File: src/rtl/thermconv_pkg.sv
package thermconv_pkg;

  typedef enum logic [2:0] {
    CV_IDLE,
    CV_DIV1_GO,
    CV_DIV1_WAIT,
    CV_DIV2_GO,
    CV_DIV2_WAIT,
    CV_SCALE,
    CV_FINAL
  } cv_state_e;

  localparam int unsigned K_NUMER      = 203450520;
  localparam int unsigned K_NUMER_SHL  = 3;
  localparam int unsigned K_SLOPE_BASE = 165;
  localparam int unsigned K_GAIN_BASE  = 10000;
  localparam int unsigned K_CODE_OFS   = 3350;
  localparam int unsigned K_CAL_MULT   = 500;
  localparam int unsigned K_OUT_SHR    = 3;

endpackage

File: src/rtl/thermconv_rstsync.sv
module thermconv_rstsync (
  input  logic clk,
  input  logic rst_n,
  output logic rst_sync_n
);

  logic [1:0] sync_q;
  logic [1:0] sync_n;

  always_comb begin
    sync_n = {sync_q[0], 1'b1};
  end

  always_ff @(posedge clk or negedge rst_n) begin
    if (!rst_n) begin
      sync_q <= '0;
    end else begin
      sync_q <= sync_n;
    end
  end

  assign rst_sync_n = sync_q[1];

endmodule

File: src/rtl/thermconv_sdiv.sv
// Bit-serial signed divider: one quotient bit per cycle, truncation toward zero.
module thermconv_sdiv #(
  parameter int W = 64
) (
  input  logic                clk,
  input  logic                rst_n,
  input  logic                start_i,
  input  logic signed [W-1:0] dividend_i,
  input  logic signed [W-1:0] divisor_i,
  output logic                busy_o,
  output logic                done_o,
  output logic signed [W-1:0] quot_o
);

  localparam int CW = $clog2(W);

  logic [W-1:0]        rem_q, rem_n;
  logic [W-1:0]        quo_q, quo_n;
  logic [W-1:0]        den_q, den_n;
  logic                neg_q, neg_n;
  logic [CW-1:0]       cnt_q, cnt_n;
  logic                busy_q, busy_n;
  logic                done_q, done_n;
  logic signed [W-1:0] res_q, res_n;

  logic [W:0]   shifted;
  logic [W:0]   trial;
  logic         fits;
  logic [W-1:0] step_quo;
  logic [W-1:0] dvd_mag;
  logic [W-1:0] dvs_mag;

  always_comb begin
    dvd_mag  = dividend_i[W-1] ? (-dividend_i) : dividend_i;
    dvs_mag  = divisor_i[W-1]  ? (-divisor_i)  : divisor_i;
    shifted  = {rem_q, quo_q[W-1]};
    trial    = shifted - {1'b0, den_q};
    fits     = ~trial[W];
    step_quo = {quo_q[W-2:0], fits};
  end

  always_comb begin
    rem_n  = rem_q;
    quo_n  = quo_q;
    den_n  = den_q;
    neg_n  = neg_q;
    cnt_n  = cnt_q;
    busy_n = busy_q;
    done_n = 1'b0;
    res_n  = res_q;
    if (start_i && !busy_q) begin
      rem_n  = '0;
      quo_n  = dvd_mag;
      den_n  = dvs_mag;
      neg_n  = dividend_i[W-1] ^ divisor_i[W-1];
      cnt_n  = '0;
      busy_n = 1'b1;
    end else if (busy_q) begin
      rem_n = fits ? trial[W-1:0] : shifted[W-1:0];
      quo_n = step_quo;
      cnt_n = cnt_q + 1'b1;
      if (cnt_q == CW'(W - 1)) begin
        busy_n = 1'b0;
        done_n = 1'b1;
        res_n  = neg_q ? (-step_quo) : step_quo;
      end
    end
  end

  always_ff @(posedge clk or negedge rst_n) begin
    if (!rst_n) begin
      rem_q  <= '0;
      quo_q  <= '0;
      den_q  <= '0;
      neg_q  <= 1'b0;
      cnt_q  <= '0;
      busy_q <= 1'b0;
      done_q <= 1'b0;
      res_q  <= '0;
    end else begin
      rem_q  <= rem_n;
      quo_q  <= quo_n;
      den_q  <= den_n;
      neg_q  <= neg_n;
      cnt_q  <= cnt_n;
      busy_q <= busy_n;
      done_q <= done_n;
      res_q  <= res_n;
    end
  end

  assign busy_o = busy_q;
  assign done_o = done_q;
  assign quot_o = res_q;

  // divider completion strobe lasts one cycle
  p_div_done_pulse_r4: assert property (@(posedge clk) disable iff (!rst_n)
    done_q |=> !done_q);

  // the sequencer only launches a division on an idle divider
  p_div_start_idle_r2: assert property (@(posedge clk) disable iff (!rst_n)
    start_i |-> !busy_q);

endmodule

File: src/rtl/thermconv_seq.sv
module thermconv_seq
  import thermconv_pkg::*;
(
  input  logic      clk,
  input  logic      rst_n,
  input  logic      start_i,
  input  logic      div_done_i,
  output cv_state_e state_o,
  output logic      latch_o,
  output logic      div_go_o,
  output logic      take_q_o,
  output logic      scale_o,
  output logic      final_o
);

  cv_state_e state_q, state_n;

  always_comb begin
    state_n = state_q;
    case (state_q)
      CV_IDLE:      if (start_i) state_n = CV_DIV1_GO;
      CV_DIV1_GO:   state_n = CV_DIV1_WAIT;
      CV_DIV1_WAIT: if (div_done_i) state_n = CV_DIV2_GO;
      CV_DIV2_GO:   state_n = CV_DIV2_WAIT;
      CV_DIV2_WAIT: if (div_done_i) state_n = CV_SCALE;
      CV_SCALE:     state_n = CV_FINAL;
      CV_FINAL:     state_n = CV_IDLE;
      default:      state_n = CV_IDLE;
    endcase
  end

  always_ff @(posedge clk or negedge rst_n) begin
    if (!rst_n) begin
      state_q <= CV_IDLE;
    end else begin
      state_q <= state_n;
    end
  end

  assign state_o  = state_q;
  assign latch_o  = (state_q == CV_IDLE) && start_i;
  assign div_go_o = (state_q == CV_DIV1_GO) || (state_q == CV_DIV2_GO);
  assign take_q_o = ((state_q == CV_DIV1_WAIT) || (state_q == CV_DIV2_WAIT)) && div_done_i;
  assign scale_o  = (state_q == CV_SCALE);
  assign final_o  = (state_q == CV_FINAL);

  // an accepted request leaves the idle state on the next edge
  p_leave_idle_r2: assert property (@(posedge clk) disable iff (!rst_n)
    (state_q == CV_IDLE && start_i) |=> (state_q != CV_IDLE));

endmodule

File: src/rtl/thermconv_top.sv
module thermconv_top
  import thermconv_pkg::*;
#(
  parameter int RAW_W   = 12,
  parameter int REF_W   = 9,
  parameter int GAIN_W  = 11,
  parameter int SLOPE_W = 7,
  parameter int CAL_W   = 6,
  parameter int RES_W   = 32,
  parameter int DIV_W   = 64
) (
  input  logic                      clk,
  input  logic                      rst_n,
  input  logic                      start_i,
  input  logic [RAW_W-1:0]          raw_code_i,
  input  logic [REF_W-1:0]          ref_code_i,
  input  logic signed [GAIN_W-1:0]  gain_err_i,
  input  logic signed [SLOPE_W-1:0] slope_ofs_i,
  input  logic [CAL_W-1:0]          cal_temp_i,
  output logic                      busy_o,
  output logic                      done_o,
  output logic signed [RES_W-1:0]   temp_mc_o
);

  localparam int DW = DIV_W;

  logic      rst_sync_n;
  cv_state_e state;
  logic      latch_en, div_go, take_q, scale_en, final_en;
  logic      div_busy, div_done;
  logic signed [DW-1:0] div_quot;

  logic [RAW_W-1:0]          raw_q;
  logic [REF_W-1:0]          ref_q;
  logic signed [GAIN_W-1:0]  gain_q;
  logic signed [SLOPE_W-1:0] slope_q;
  logic [CAL_W-1:0]          cal_q;
  logic signed [DW-1:0]      acc_q, acc_n;
  logic signed [RES_W-1:0]   res_q, res_n;
  logic                      done_q;

  logic signed [DW-1:0] numer_w, slope_div_w, gain_div_w;
  logic signed [DW-1:0] div_a_w, div_b_w;
  logic signed [DW-1:0] code_diff_w, prod_w, scaled_w;
  logic [DW-1:0]        cal_w;

  thermconv_rstsync u_rst (
    .clk        (clk),
    .rst_n      (rst_n),
    .rst_sync_n (rst_sync_n)
  );

  thermconv_seq u_seq (
    .clk        (clk),
    .rst_n      (rst_sync_n),
    .start_i    (start_i),
    .div_done_i (div_done),
    .state_o    (state),
    .latch_o    (latch_en),
    .div_go_o   (div_go),
    .take_q_o   (take_q),
    .scale_o    (scale_en),
    .final_o    (final_en)
  );

  thermconv_sdiv #(.W(DW)) u_div (
    .clk        (clk),
    .rst_n      (rst_sync_n),
    .start_i    (div_go),
    .dividend_i (div_a_w),
    .divisor_i  (div_b_w),
    .busy_o     (div_busy),
    .done_o     (div_done),
    .quot_o     (div_quot)
  );

  // Operand construction for the two division steps and the scaling.
  always_comb begin
    numer_w     = DW'(K_NUMER) << K_NUMER_SHL;
    slope_div_w = {{(DW-SLOPE_W){slope_q[SLOPE_W-1]}}, slope_q} + DW'(K_SLOPE_BASE);
    gain_div_w  = {{(DW-GAIN_W){gain_q[GAIN_W-1]}}, gain_q} + DW'(K_GAIN_BASE);
    div_a_w     = (state == CV_DIV2_GO) ? acc_q : numer_w;
    div_b_w     = (state == CV_DIV2_GO) ? gain_div_w : slope_div_w;
    code_diff_w = DW'(raw_q) - DW'(ref_q) - DW'(K_CODE_OFS);
    prod_w      = acc_q * code_diff_w;
    scaled_w    = acc_q >>> K_OUT_SHR;
    cal_w       = DW'(cal_q) * DW'(K_CAL_MULT);
  end

  always_comb begin
    acc_n = acc_q;
    if (take_q) begin
      acc_n = div_quot;
    end else if (scale_en) begin
      acc_n = prod_w;
    end
    res_n = res_q;
    if (final_en) begin
      res_n = RES_W'(cal_w - scaled_w);
    end
  end

  always_ff @(posedge clk or negedge rst_sync_n) begin
    if (!rst_sync_n) begin
      raw_q   <= '0;
      ref_q   <= '0;
      gain_q  <= '0;
      slope_q <= '0;
      cal_q   <= '0;
    end else if (latch_en) begin
      raw_q   <= raw_code_i;
      ref_q   <= ref_code_i;
      gain_q  <= gain_err_i;
      slope_q <= slope_ofs_i;
      cal_q   <= cal_temp_i;
    end
  end

  always_ff @(posedge clk or negedge rst_sync_n) begin
    if (!rst_sync_n) begin
      acc_q  <= '0;
      res_q  <= '0;
      done_q <= 1'b0;
    end else begin
      acc_q  <= acc_n;
      res_q  <= res_n;
      done_q <= final_en;
    end
  end

  assign busy_o    = (state != CV_IDLE);
  assign done_o    = done_q;
  assign temp_mc_o = res_q;

  // the result strobe is a single-cycle pulse
  p_done_single_r4: assert property (@(posedge clk) disable iff (!rst_sync_n)
    done_q |=> !done_q);

  // captured operands do not move while a conversion is in flight
  p_hold_operands_r3: assert property (@(posedge clk) disable iff (!rst_sync_n)
    busy_o |=> ($stable(raw_q) && $stable(ref_q) && $stable(gain_q)
                && $stable(slope_q) && $stable(cal_q)));

  // the output only moves together with the done strobe
  p_result_hold_r9: assert property (@(posedge clk) disable iff (!rst_sync_n)
    !$stable(res_q) |-> done_q);

  // a launched division never sees a non-positive denominator
  p_divisor_positive_r5: assert property (@(posedge clk) disable iff (!rst_sync_n)
    div_go |-> (div_b_w > 0));

  // the divider is idle whenever the sequencer reports completion
  p_div_idle_at_done_r4: assert property (@(posedge clk) disable iff (!rst_sync_n)
    done_q |-> !div_busy);

endmodule

File: config.mk
export PLATFORM = sky130hd
export DESIGN_NAME = thermconv_top
export DESIGN_NICKNAME = d
export VERILOG_FILES = /design/src/rtl/thermconv_pkg.sv /design/src/rtl/thermconv_rstsync.sv /design/src/rtl/thermconv_sdiv.sv /design/src/rtl/thermconv_seq.sv /design/src/rtl/thermconv_top.sv
export SDC_FILE = /design/constraint.sdc
export NUM_CORES = 2
export LEC_CHECK = 0
export BUFFER_PORTS_ARGS = -buffer_cell sky130_fd_sc_hd__buf_2
export CAP_MARGIN = 15
export CORE_MARGIN = 2
export CORE_UTILIZATION = 65
export DETAILED_ROUTE_END_ITERATION = 10
export GPL_TIMING_DRIVEN = 1
export PLACE_DENSITY_LB_ADDON = 0.3
export SYNTH_ARGS = -nofsm -noshare
export SYNTH_HDL_FRONTEND = slang
export SYNTH_SLANG_ARGS = --single-unit
File: constraint.sdc
create_clock -name clk -period 14.9 [get_ports clk]
set_clock_uncertainty 0.1 [all_clocks]
set_input_delay 2.98 -clock clk [delete_from_list [all_inputs] [get_ports clk]]
set_output_delay 2.98 -clock clk [all_outputs]
set_load 0.01 [all_outputs]
* Word level (Yosys, flattened, before mapping)
Cells that the tools add are included.
Word-level totals: memories 0, output and inout bits 34, word-level logic and storage cells 79, bits in writable memories 0, input bits 48, flip-flop bits (word level) 412, memory bits (read-only) 0, latch bits 0
Cells by class: multipliers 2, reductions and logical operators 12, equal/unequal tests 10, multiplexer cells 24, div/mod/pow operators 0, $add $sub $neg 10, order comparisons 0, bitwise logic cells 3, shift-type cells 0
Operator list (count):
- 64-bit two-way mux | 12
- 64-bit negator | 3
- 65-bit by 64-bit subtractor with 65-bit output | 1
- 64-bit by 14-bit multiplier with 64-bit output | 1
- 16-bit by 32-bit subtractor with 32-bit output | 1
- 3-bit one-hot mux with 6 select lines | 1
- 11-bit by 15-bit adder with 16-bit output, second input constant | 1
- 13-bit by 13-bit subtractor with 14-bit output, second input constant | 1
- 6-bit by 7-bit multiplier with 13-bit output, second input constant | 1
- 12-bit by 9-bit subtractor with 13-bit output | 1
- 6-bit two-way mux | 2
- 7-bit by 9-bit adder with 10-bit output, second input constant | 1
- 3-bit equality test, second input constant | 3
- 3-bit two-way mux | 3
- 6-bit by 1-bit adder with 6-bit output, second input constant | 1
- 3-bit by 2-bit equality test with 1-bit output, second input constant | 2
- 6-bit equality test, second input constant | 1
- 1-bit two-way mux | 6
- 3-bit AND reduction | 2
- 2-bit by 1-bit != test with 1-bit output, second input constant | 2
- 2-bit nonzero test | 2
- 3-bit by 1-bit equality test with 1-bit output, second input constant | 1
- 1-bit logical AND | 3
- 3-bit logical NOT | 1
- other kinds (6) | 8

* Logic depth before layout (Yosys ltp)
depth after elaboration 5, mapped depth 40, mapped depth without buffers 37

* Hierarchy
Synthesis repeated with hierarchy kept, for this count alone.
Second synthesis, totals: cell total of the unflattened synthesis 6188, area total of the unflattened synthesis 52491.6 um^2
Modules (own cells, without submodules):
- thermconv_top | cells each 3781, sequential area each 3553.4 um^2, instances 1, area each 33370.8 um^2
- thermconv_sdiv | cells each 2384, sequential area each 6631.4 um^2, instances 1, area each 18889.4 um^2
- thermconv_seq | cells each 20, sequential area each 75.1 um^2, instances 1, area each 177.7 um^2
- thermconv_rstsync | cells each 3, sequential area each 50.0 um^2, instances 1, area each 53.8 um^2

* Worst setup path before layout
Ideal clock, no wire load.
path type register to register, start reg ref_q[0], end reg acc_q[60], slack 5.088 ns, data required time 14.730 ns, period minus slack after synthesis 9.812 ns, buffers on the path 4, library setup time 0.070 ns, cell stages (with the launch flop) 35, arrival 9.643 ns, cell sequence dfrtp_1 ha_1 fa_1 clkinv_1 clkbuf_1 ha_1 nor2b_1 mux2i_1 a221oi_1 a31oi_1 nor3_1 nand2b_1 clkbuf_1 clkbuf_1 nand2_1 fa_1 inv_1 fa_1 fa_1 fa_1 fa_1 inv_1 fa_1 inv_1 ha_1 clkbuf_1 nand3_1 or4b_2 o21ai_0 a21oi_1 o41a_1 o21ai_0 o21ai_0 or4_1 nand3_1
Between the ends: longest elaborated chain between the ends 5
RTL lines:
- start: declaration | line thermconv_top.sv:34 | logic [REF_W-1:0] ref_q;
- start signal: assignment | line thermconv_top.sv:112 | ref_q <= ref_code_i;
- 12-bit by 9-bit subtractor with 13-bit output | line thermconv_top.sv:84 | code_diff_w = DW'(raw_q) - DW'(ref_q) - DW'(K_CODE_OFS);
- 13-bit by 13-bit subtractor with 14-bit output | line thermconv_top.sv:84
- 64-bit by 14-bit multiplier with 64-bit output | line thermconv_top.sv:85 | prod_w = acc_q * code_diff_w;
- 64-bit two-way mux | line thermconv_top.sv:94 | end else if (scale_en) begin
- 64-bit two-way mux | line thermconv_top.sv:92 | if (take_q) begin
- end signal: assignment | line thermconv_top.sv:125 | acc_q <= acc_n;
- end: declaration | line thermconv_top.sv:38 | logic signed [DW-1:0] acc_q, acc_n;
No other way between the ends. The select of a mux whose other input is x is not followed. A chain may end at the register's enable or synchronous reset.

* Final worst setup path
start reg ref_q[0], end reg acc_q[63]
The elaborated chain is that of the path after synthesis.

==> metrics.txt <==
status finished clean; initial detailed-routing violation count 3337; Port-buffer cells 81; delay-heaviest family, CP adder cells; Yosys top cell area share 29.46%; required time of the critical path 15250 ps; initial antenna violation count 1; CTS tree built; DR vias 36500; critical path's most frequent cell fa_1; DIE HEIGHT 269.0 um; Worst-Margin Slew 1156 ps; critical path type register to register; Post-CTS Setup Bufs 0; FF-to-FF setup slack 1680 ps; hold buffer count at CTS 0; Fin. Hold Viols 0; worst reg2reg path depth 35; IO Pins 82; final-layout fill cell count 5478; Non-Filler Instances 6053; RSZ-0062 raised after global routing false; post-synth top area cell fa_1; row count 97; fin crit share 88.73%; dpl cells 5981; Max Fanout on Critical Path 49; Avg Inst Size Synth 8.707 sq um; WHS Endpoint u_rst.sync_q[1]; GRT Total Usage 33.78%; Post-synth EDFFs 0; commonest cells in the netlist nand2_1, inv_1, fa_1, dfrtp_1, o21ai_0; PostCTS Resize Cnt 0; Post-Syn Instances 5244; Critical Path Max Stage Delay 890 ps; depth of the CTS H-tree 2; Seq/Total Area, Yosys 19.79%; Synth Register Bits 361; pin count of the biggest net entering global routing 155; clock-pin slew on the worst setup and hold paths 60 ps; most numerous cell in the Yosys netlist nand2_1; Starting Density 65.43%; Worst Path Arrival 13570 ps; first-pass GRT wire length 193600 um; Clock Tree Buf Depth 3; GP Congestion 0.9657; Buf/Inv on CP 4; hold_sp u_rst.sync_q[0]; clk sinks 361; nature of the critical path endpoint register; Startpoint Class register; Yosys cell types 79; Die W 269.0 um; full die area 72380 sq um; DR DRC count 0; Vias/cell 6.030; fmax 75.64 MHz; post-route ant nets 0; area grow syn2layout 5.059%; RR Startpoint ref_q[0]; clk root buf clkbuf_16; worst rel slew slack 22.23%; slowest CP cell nor4_1; Net Count, Synth 6179; vias in the first global route 37410; Skew-Pair Late Insertion Delay 600 ps; worst r2r dst acc_q[63]; core area 69790 sq um; Yosys Warn Count 0; nets 6017; post-DR wirelength/cell 19.44 um; setup_tns 0 ps; max cap viols 0; placed wire-length estimate 84320 um; gr ovfl total 0; drt total wl 117700 um; main flop type after synthesis dfrtp_1; Final min period 13220 ps; Post-synth ARST share 100.0%; cts bufs inserted 39; worst hold path class register to register; Final Max Tran Viols 0; Synth area leaders fa_1, dfrtp_1, nand2_1; Mapped Area 45660 sq um; antenna cell count 0; Worst Hold Path Cells 0; TritonRoute pass-1 iters 6; fraction of layout cells with a size suffix above 1 6.219%; endpoints failing setup 0
[cells in the final DEF, fill, tap and decap left out, types with 13 or more instances in the layout]
| cell type | n |
|---|---|
| a211oi_1 | 18 |
| a21o_1 | 55 |
| a21oi_1 | 123 |
| a22oi_1 | 95 |
| a31oi_1 | 19 |
| and2_1 | 194 |
| and3_1 | 13 |
| buf_2 | 81 |
| buf_4 | 60 |
| clkbuf_16 | 39 |
| dfrtp_1 | 357 |
| fa_1 | 671 |
| ha_1 | 213 |
| inv_1 | 725 |
| mux2_2 | 34 |
| nand2_1 | 885 |
| nand2b_1 | 23 |
| nand3_1 | 45 |
| nand4_1 | 26 |
| nor2_1 | 217 |
| nor2b_1 | 62 |
| nor3_1 | 71 |
| nor4_1 | 30 |
| o21ai_0 | 351 |
| o21bai_1 | 23 |
| o22ai_1 | 55 |
| o31ai_1 | 37 |
| o41ai_1 | 13 |
| or2_2 | 19 |
| or3_1 | 34 |
| or4_1 | 22 |
| xnor2_1 | 154 |
| xor2_1 | 138 |
[metrics by stage]
step / utilization, % / setup slack [ps] / area (sq um) / hold slack [ps]
final: 68.74 / 1680 / 47970 / 259.8
after global routing: 68.74 / 1059 / 47970 / 277.5
after CTS: 68.74 / 1796 / 47970 / 257.7
after detailed placement: 66.73 / 1847 / 46560 / 243.4
after global placement: 66.73 / 2180 / 46560 / 241.8
after floorplan: - / 3994 / 45660 / 231.2
[state kept, by name (all words and copies together), names as in the netlist, 3 cells and up]
| register | count |
|---|---|
| acc_q | 64 |
| cal_q | 6 |
| gain_q | 11 |
| raw_q | 12 |
| ref_q | 9 |
| slope_q | 7 |
| temp_mc_o | 32 |
| u_div.cnt_q | 6 |
| u_div.den_q | 13 |
| u_div.quo_q | 64 |
| u_div.quot_o | 64 |
| u_div.rem_q | 64 |
| u_seq.state_o | 3 |
[worst max-delay path by stage]
stage,startpoint,end,slack [ps],depth (start not counted)
4_1_cts,ref_q[0],acc_q[63],1800,35
2_1_floorplan,u_rst.sync_q[1],acc_q[0],3990,0
5_1_grt,raw_q[0],acc_q[63],1060,36
3_3_place_gp,raw_q[0],acc_q[63],2180,36
3_5_place_dp,ref_q[0],acc_q[63],1850,35
6_report,ref_q[0],acc_q[63],1680,35
[cells by family after synthesis]
logic type / share of synthesized area (%)
compound gates: 12.00
xor+xnor: 5.804
fa+ha+maj: 35.36
buf+inv: 8.849
flops: 19.79
mux: 1.058
other cells: 0.008213
simple gates: 17.14
[area by class of cell]
type                       instances  area [sq um]  share of cell area [%]
multi-input combinational       3811         32740                   68.26
clock inverter                    22         295.3                  0.6156
sequential                       361          9044                   18.85
tap                              940          1176                   2.452
clock buffer                      50          1107                   2.308
inverter                         727          2729                   5.689
timing repair buffer             142         875.8                   1.826
[metal layers]
metal  vias up  part of all wire [%]  global-route usage [%]
met4         0                   4.2                   13.63
met1     18280                    40                   44.92
met5         -                     0                       0
li1      16370                     -                       -
met2      1529                    47                   55.08
met3       331                   8.3                   6.183
[worst register-to-register path, delay by kind of cell, from the launching register on]
kind            cells  cell delay [ps]
compound gates      9             3210
simple gates       10             2710
fa+ha+maj          10             4570
xor+xnor            1              800
buf+inv             4             1250
mux                 1               90
flops               1              390
Power is not shown: default switching activity piles up to over one toggle a cycle in this logic, so the estimate is an artifact.
